## src/rtl/sx_pkg.sv

```systemverilog
package sx_pkg;
    localparam int DATA_W = 32;
    localparam int LANES  = DATA_W / 8;

    typedef enum logic [1:0] {
        SX_IDLE = 2'd0,
        SX_BUS  = 2'd1,
        SX_RESP = 2'd2
    } sx_state_e;

    localparam logic [1:0] SZ_BYTE = 2'b00;
    localparam logic [1:0] SZ_WORD = 2'b01;
    localparam logic [1:0] SZ_RSVD = 2'b10;
    localparam logic [1:0] SZ_LONG = 2'b11;
endpackage

```

## src/rtl/sx_decode.sv

```systemverilog
module sx_decode
    import sx_pkg::*;
#(
    parameter int HADDR_W   = 36,
    parameter int MEM_LOW_W = 27,
    parameter int BUS_W     = 32,
    parameter int IO_TAG    = 10,
    parameter int MEM_TAG   = 2
) (
    input  logic [HADDR_W-1:0]         haddr,
    input  logic [DATA_W-1:0]          wdata,
    input  logic [BUS_W-MEM_LOW_W-1:0] ext,
    output logic                       space,
    output logic                       err,
    output logic [BUS_W-1:0]           baddr,
    output logic [LANES-1:0]           be,
    output logic [DATA_W-1:0]          bwdata,
    output logic [1:0]                 size,
    output logic [1:0]                 lane
);
    localparam int OFS_W = MEM_LOW_W + 5;
    localparam int TAG_W = HADDR_W - OFS_W;
    localparam int EXT_W = BUS_W - MEM_LOW_W;

    logic [TAG_W-1:0]     tag;
    logic [MEM_LOW_W-1:0] low;
    logic                 io_hit, mem_hit;
    logic                 unused_low;

    assign tag        = haddr[HADDR_W-1:OFS_W];
    assign low        = haddr[OFS_W-1:5];
    assign size       = haddr[4:3];
    assign lane       = low[1:0];
    assign unused_low = ^haddr[2:0];

    assign io_hit  = (tag == TAG_W'(IO_TAG));
    assign mem_hit = (tag == TAG_W'(MEM_TAG));
    assign space   = mem_hit;

    always_comb begin
        err = !(io_hit || mem_hit) || (size == SZ_RSVD)
              || (size == SZ_WORD && lane == 2'd3);
        if (mem_hit) baddr = {ext, low};
        else         baddr = {{EXT_W{1'b0}}, low};
    end

    for (genvar i = 0; i < LANES; i++) begin : g_lane
        logic en;
        always_comb begin
            case (size)
                SZ_BYTE: en = (lane == 2'(i));
                SZ_WORD: en = (lane == 2'(i)) || (lane + 2'd1 == 2'(i) && lane != 2'd3);
                SZ_LONG: en = 1'b1;
                default: en = 1'b0;
            endcase
            if (err) en = 1'b0;
        end
        assign be[i] = en;
        always_comb begin
            if (!en)                       bwdata[8*i +: 8] = 8'h00;
            else if (size == SZ_LONG)      bwdata[8*i +: 8] = wdata[8*i +: 8];
            else if (lane == 2'(i))        bwdata[8*i +: 8] = wdata[7:0];
            else                           bwdata[8*i +: 8] = wdata[15:8];
        end
    end
endmodule

```

## src/rtl/sx_rdalign.sv

```systemverilog
module sx_rdalign
    import sx_pkg::*;
(
    input  logic [DATA_W-1:0] rdata,
    input  logic [1:0]        size,
    input  logic [1:0]        lane,
    output logic [DATA_W-1:0] aligned
);
    logic [DATA_W-1:0] shifted;
    logic              unused_hi;

    assign shifted   = rdata >> {lane, 3'b000};
    assign unused_hi = ^shifted[DATA_W-1:16];

    always_comb begin
        case (size)
            SZ_BYTE: aligned = {{(DATA_W-8){1'b0}},  shifted[7:0]};
            SZ_WORD: aligned = {{(DATA_W-16){1'b0}}, shifted[15:0]};
            SZ_LONG: aligned = rdata;
            default: aligned = '0;
        endcase
    end
endmodule

```

## src/rtl/sparse_xlat.sv

```systemverilog
module sparse_xlat
    import sx_pkg::*;
#(
    parameter int HADDR_W   = 36,
    parameter int MEM_LOW_W = 27,
    parameter int BUS_W     = 32,
    parameter int IO_TAG    = 10,
    parameter int MEM_TAG   = 2
) (
    input  logic                       clk,
    input  logic                       rst_n,
    input  logic                       host_valid,
    output logic                       host_ready,
    input  logic [HADDR_W-1:0]         host_addr,
    input  logic                       host_write,
    input  logic [31:0]                host_wdata,
    output logic                       host_rsp_valid,
    output logic                       host_rsp_err,
    output logic [31:0]                host_rdata,
    input  logic                       ext_we,
    input  logic [BUS_W-MEM_LOW_W-1:0] ext_wdata,
    output logic                       bus_req,
    output logic                       bus_space,
    output logic [BUS_W-1:0]           bus_addr,
    output logic [3:0]                 bus_be,
    output logic                       bus_wr,
    output logic [31:0]                bus_wdata,
    input  logic                       bus_ack,
    input  logic [31:0]                bus_rdata
);
    localparam int EXT_W = BUS_W - MEM_LOW_W;

    typedef struct packed {
        sx_state_e          st;
        logic               space;
        logic [BUS_W-1:0]   addr;
        logic [LANES-1:0]   be;
        logic               wr;
        logic [DATA_W-1:0]  wdata;
        logic [1:0]         size;
        logic [1:0]         lane;
        logic               err;
        logic [DATA_W-1:0]  rdata;
        logic [EXT_W-1:0]   ext;
    } regs_t;

    regs_t d, q;

    logic               dec_space, dec_err;
    logic [BUS_W-1:0]   dec_addr;
    logic [LANES-1:0]   dec_be;
    logic [DATA_W-1:0]  dec_wdata, rd_aligned;
    logic [1:0]         dec_size, dec_lane;

    sx_decode #(
        .HADDR_W(HADDR_W), .MEM_LOW_W(MEM_LOW_W), .BUS_W(BUS_W),
        .IO_TAG(IO_TAG), .MEM_TAG(MEM_TAG)
    ) u_dec (
        .haddr(host_addr), .wdata(host_wdata), .ext(q.ext),
        .space(dec_space), .err(dec_err), .baddr(dec_addr),
        .be(dec_be), .bwdata(dec_wdata), .size(dec_size), .lane(dec_lane)
    );

    sx_rdalign u_rd (
        .rdata(bus_rdata), .size(q.size), .lane(q.lane), .aligned(rd_aligned)
    );

    always_comb begin
        d = q;
        if (ext_we) d.ext = ext_wdata;
        case (q.st)
            SX_IDLE: begin
                if (host_valid) begin
                    d.space = dec_space;
                    d.addr  = dec_addr;
                    d.be    = dec_be;
                    d.wr    = host_write;
                    d.wdata = dec_wdata;
                    d.size  = dec_size;
                    d.lane  = dec_lane;
                    d.err   = dec_err;
                    d.rdata = '1;
                    d.st    = dec_err ? SX_RESP : SX_BUS;
                end
            end
            SX_BUS: begin
                if (bus_ack) begin
                    d.rdata = q.wr ? '0 : rd_aligned;
                    d.st    = SX_RESP;
                end
            end
            default: d.st = SX_IDLE;
        endcase
    end

    always_ff @(posedge clk) begin
        if (!rst_n) q <= '0;
        else        q <= d;
    end

    assign host_ready     = (q.st == SX_IDLE);
    assign host_rsp_valid = (q.st == SX_RESP);
    assign host_rsp_err   = q.err;
    assign host_rdata     = q.rdata;
    assign bus_req        = (q.st == SX_BUS);
    assign bus_space      = q.space;
    assign bus_addr       = q.addr;
    assign bus_be         = q.be;
    assign bus_wr         = q.wr;
    assign bus_wdata      = q.wdata;

    assert_req_hold_R11: assert property (@(posedge clk) disable iff (!rst_n)
        bus_req && !bus_ack |=> bus_req && $stable(bus_addr) && $stable(bus_be)
                                 && $stable(bus_wdata) && $stable(bus_space) && $stable(bus_wr));
    assert_rsp_pulse_R11: assert property (@(posedge clk) disable iff (!rst_n)
        host_rsp_valid |=> !host_rsp_valid);
    assert_err_ones_R10: assert property (@(posedge clk) disable iff (!rst_n)
        host_rsp_valid && host_rsp_err |-> host_rdata == 32'hFFFF_FFFF);
    assert_io_upper_R2: assert property (@(posedge clk) disable iff (!rst_n)
        bus_req && !bus_space |-> bus_addr[BUS_W-1:MEM_LOW_W] == '0);
    assert_be_shape_R5: assert property (@(posedge clk) disable iff (!rst_n)
        bus_req |-> ($countones(bus_be) == 1 || $countones(bus_be) == 2 || bus_be == 4'hF));
    assert_no_bus_on_err_R8: assert property (@(posedge clk) disable iff (!rst_n)
        host_valid && host_ready && dec_err |=> !bus_req && host_rsp_valid);
endmodule

```

## config.mk

```make
export PLATFORM = sky130hd
export DESIGN_NAME = sparse_xlat
export DESIGN_NICKNAME = d
export VERILOG_FILES = /design/src/rtl/sx_pkg.sv /design/src/rtl/sx_decode.sv /design/src/rtl/sx_rdalign.sv /design/src/rtl/sparse_xlat.sv
export SDC_FILE = /design/constraint.sdc
export NUM_CORES = 1
export LEC_CHECK = 0
export ABC_CLOCK_PERIOD_IN_PS = 1770
export CAP_MARGIN = 10
export CELL_PAD_IN_SITES_DETAIL_PLACEMENT = 0
export CELL_PAD_IN_SITES_GLOBAL_PLACEMENT = 1
export CORE_MARGIN = 4
export CORE_UTILIZATION = 33
export DETAILED_ROUTE_END_ITERATION = 12
export MAX_ROUTING_LAYER = met4
export PLACE_DENSITY = 0.79
export SLEW_MARGIN = 30
export SYNTH_ARGS = -nofsm -noshare
export SYNTH_HDL_FRONTEND = slang
export SYNTH_SLANG_ARGS = --single-unit
```

## constraint.sdc

```tcl
create_clock -name clk -period 1.77 [get_ports clk]
set_input_delay 0.177 -clock clk [delete_from_list [all_inputs] [get_ports clk]]
set_output_delay 0.177 -clock clk [all_outputs]
set_load 0.03 [all_outputs]
```

==> load_flow_metrics.sql <==
INSERT INTO impl_metrics (metric_group, metric, value, unit) VALUES
('clock_network', 'clk_pin_slew_worst_paths', '0.07', 'ns'),
('clock_network', 'cts-buffers-inserted', '9', ''),
('pwr', 'vdd.ir_drop.worst', '0.515', 'mV'),
('synth', 'yosys_warnings', '0', ''),
('global_route', 'grt_pass1_wl', '27.7', 'mm'),
('final_layout', 'multiInputGateArea', '2780', 'sq um'),
('run_status', 'result_of_the_run', 'finished clean', ''),
('timing', 'setup-violations-final', '0', ''),
('global_route', 'first_global_vias', '4967', ''),
('critical_path', 'critical_path.startpoint_type', 'register', ''),
('final_layout', 'synthToLayoutAreaGrowth', '36.3', '%'),
('timing', 'rsz0062_at_grt', 'false', ''),
('clock_network', 'clock-root-buffer', 'clkbuf_16', ''),
('global_route', 'globalRouteOverflowTotal', '0', ''),
('final_layout', 'ff_latch_area', '2240', 'sq um'),
('timing', 'fin_setup_tns', '0', 'ns'),
('detailed_routing', 'vias_per_cell', '4.83', ''),
('final_layout', 'most-common-layout-cells', '207 x clkdlybuf4s50_1, 112 x dfxtp_1, 98 x nand2_1', ''),
('global_route', 'grt_util_all_layers', '17.8', '%'),
('detailed_routing', 'drt_iter0_drc', '312', ''),
('pwr', 'leakage', '0.00313', 'uW'),
('placement', 'numPortBuffers', '213', ''),
('die', 'initial_core_util', '33.5', '%'),
('timing', 'final_critical_path_setup_slack', '0.0633', 'ns'),
('detailed_routing', 'dr_total_vias', '5098', ''),
('timing', 'finalCritPeriodShare', '96.4', '%'),
('synth', 'number_of_synthesized_flops_with_an_enable_pin', '0', ''),
('synth', 'post-synth-top-area-fraction', '37.2', '%'),
('synth', 'synth_ff_type', 'dfxtp_1', ''),
('final_layout', 'fillerInstances', '1756', ''),
('synth', 'synth_seq_area_share', '37.2', '%'),
('critical_path', 'class_of_the_most_critical_setup_path', 'register to output port', ''),
('min_path', 'hold_path.class', 'input port to register', ''),
('placement', 'dpl.hpwl', '13.4', 'mm'),
('final_layout', 'post_layout_nonfiller_instances', '1055', ''),
('placement', 'numPlacedInstances', '1038', ''),
('synth', 'postSynthRegisterBits', '112', ''),
('timing', 'max_freq', '586', 'MHz'),
('global_route', 'grt_start_max_net_pins', '44', ''),
('clock_network', 'cts.sinks', '112', ''),
('die', 'die-area', '20500', 'sq um'),
('global_route', 'grt_antenna_before_repair', '0', ''),
('timing', 'max_slew_margin', '59.0', '%'),
('critical_path', 'critical_path.reg2reg.startpoint', 'q[112]', ''),
('synth', 'synthCells', '706', ''),
('min_path', 'hold-path-endpoint', 'q[112]', ''),
('timing', 'timing.clock.skew', '0.00739', 'ns'),
('clock_network', 'clock_latency', '0.36', 'ns'),
('pwr', 'power.density_cell_area', '764', 'nW/um^2'),
('final_layout', 'number_of_nets_in_the_finished_design', '936', ''),
('synth', 'syn_avg_cell_area', '8.53', 'sq um'),
('min_path', 'hold_depth', '2', ''),
('detailed_routing', 'route.antenna.remaining_nets', '0', ''),
('die', 'design.core.area', '18000', 'sq um'),
('critical_path', 'critical_path_arrival', '1.53', 'ns'),
('synth', 'most_area_consuming_cells_after_synthesis', 'dfxtp_1 37%, buf_4 13%, mux2i_1 10%, nand2_1 6.1%, o21ai_0 5.2%', ''),
('timing', 'final_number_of_max_transition_violations', '0', ''),
('timing', 'tightest_slew', '0.612', 'ns'),
('min_path', 'hold_start', 'rst_n', ''),
('final_layout', 'final_layout_size_suffix_gt1_share', '9.93', '%'),
('clock_network', 'tritoncts', 'built', ''),
('die', 'io_pins', '217', ''),
('timing', 'period_minus_slack', '1.71', 'ns'),
('critical_path', 'timing.reg2reg.setup_slack', '0.18', 'ns'),
('clock_network', 'htree_num_levels', '3', ''),
('synth', 'largest_area_contributor_in_the_synthesized_netlist', 'dfxtp_1', ''),
('critical_path', 'required', '1.59', 'ns'),
('die', 'fp.dieW', '143', 'um'),
('clock_network', 'largest_buffer_count_on_any_clock_path', '2', ''),
('critical_path', 'crit_path_max_fanout', '3', ''),
('die', 'floorplan.rows', '49', '');
state kept, by name, indices dropped and copies added (netlist names):
register / cells
host_rsp_err: 1
bus_wdata: 32
bus_space: 1
bus_wr: 1
bus_addr: 32
bus_be: 4
q: 9
host_rdata: 32
cells in the mapped netlist, types with 8 or more instances:
cell / instances
a21boi_0: 38
a21oi_1: 17
a221oi_1: 16
and2_1: 10
buf_2: 17
buf_4: 106
clkbuf_1: 23
dfxtp_1: 112
mux2i_1: 61
nand2_1: 98
nand3_1: 31
nor2_1: 37
nor2b_1: 10
o21ai_0: 62
o31ai_1: 16
o31ai_2: 8
metrics by stage:
stage / instance area (sq um) / power [uW]
floorplan: 6020 / 3620
global placement: 7890 / 4200
finish: 8210 / 6270
global route: 8210 / 6540
detailed placement: 7890 / 4200
CTS: 8200 / 6340
timing repair:
item,CTS,global route
pin swaps,0,1
buffers inserted,0,1
endpoints found under the setup margin,3,9
resized for setup,3,2
endpoints found under the hold margin,0,0
per-layer routing:
| metal | global-route usage (%) | vias up | wire length (um) |
|---|---|---|---|
| met4 | 6.05 | 0 | 393 |
| met2 | 28.0 | 178 | 8520 |
| met5 | - | - | 0 |
| met3 | 4.09 | 24 | 1310 |
| met1 | 22.4 | 2336 | 7960 |
| li1 | - | 2560 | - |
worst max-delay path by stage:
stage,from,endpoint
after detailed placement,host_addr[5],bus_wdata[3]
after global placement,host_addr[5],bus_wdata[1]
after CTS,q[112],bus_req
after global routing,bus_wr,bus_wr
final,bus_wr,bus_wr
after floorplan,bus_addr[1],host_rdata[4]
worst max-delay path: stages (launching register included):
cell	delay [ns]
dfxtp_1	0.35
buf_4	0.14
clkdlybuf4s50_1	0.69
cell type report:
cell class                 instances  share of cell area (%)
clock buffer                      10                    2.91
clock inverter                     6                   0.808
inverter                           6                   0.274
multi-input combinational        437                    33.8
sequential                       112                    27.3
tap                              229                    3.49
timing repair buffer             255                    31.4
power breakdown:
group	switching, uW	total (uW)	internal [uW]
combinational	747	1420	674
sequential	69.4	2720	2650
clock	988	2130	1150
cells by family (layout without fill, tap and decap cells):
logic type      Yosys count  after routing  share of synthesized area, %
compound gates          172            172                          19.6
buf+inv                 157            277                          16.9
simple gates            199            199                          15.0
mux                      62             62                          10.3
flops                   112            112                          37.2
fa+ha+maj                 4              4                         0.831
No activity file was read; power rests on OpenSTA's default activity.
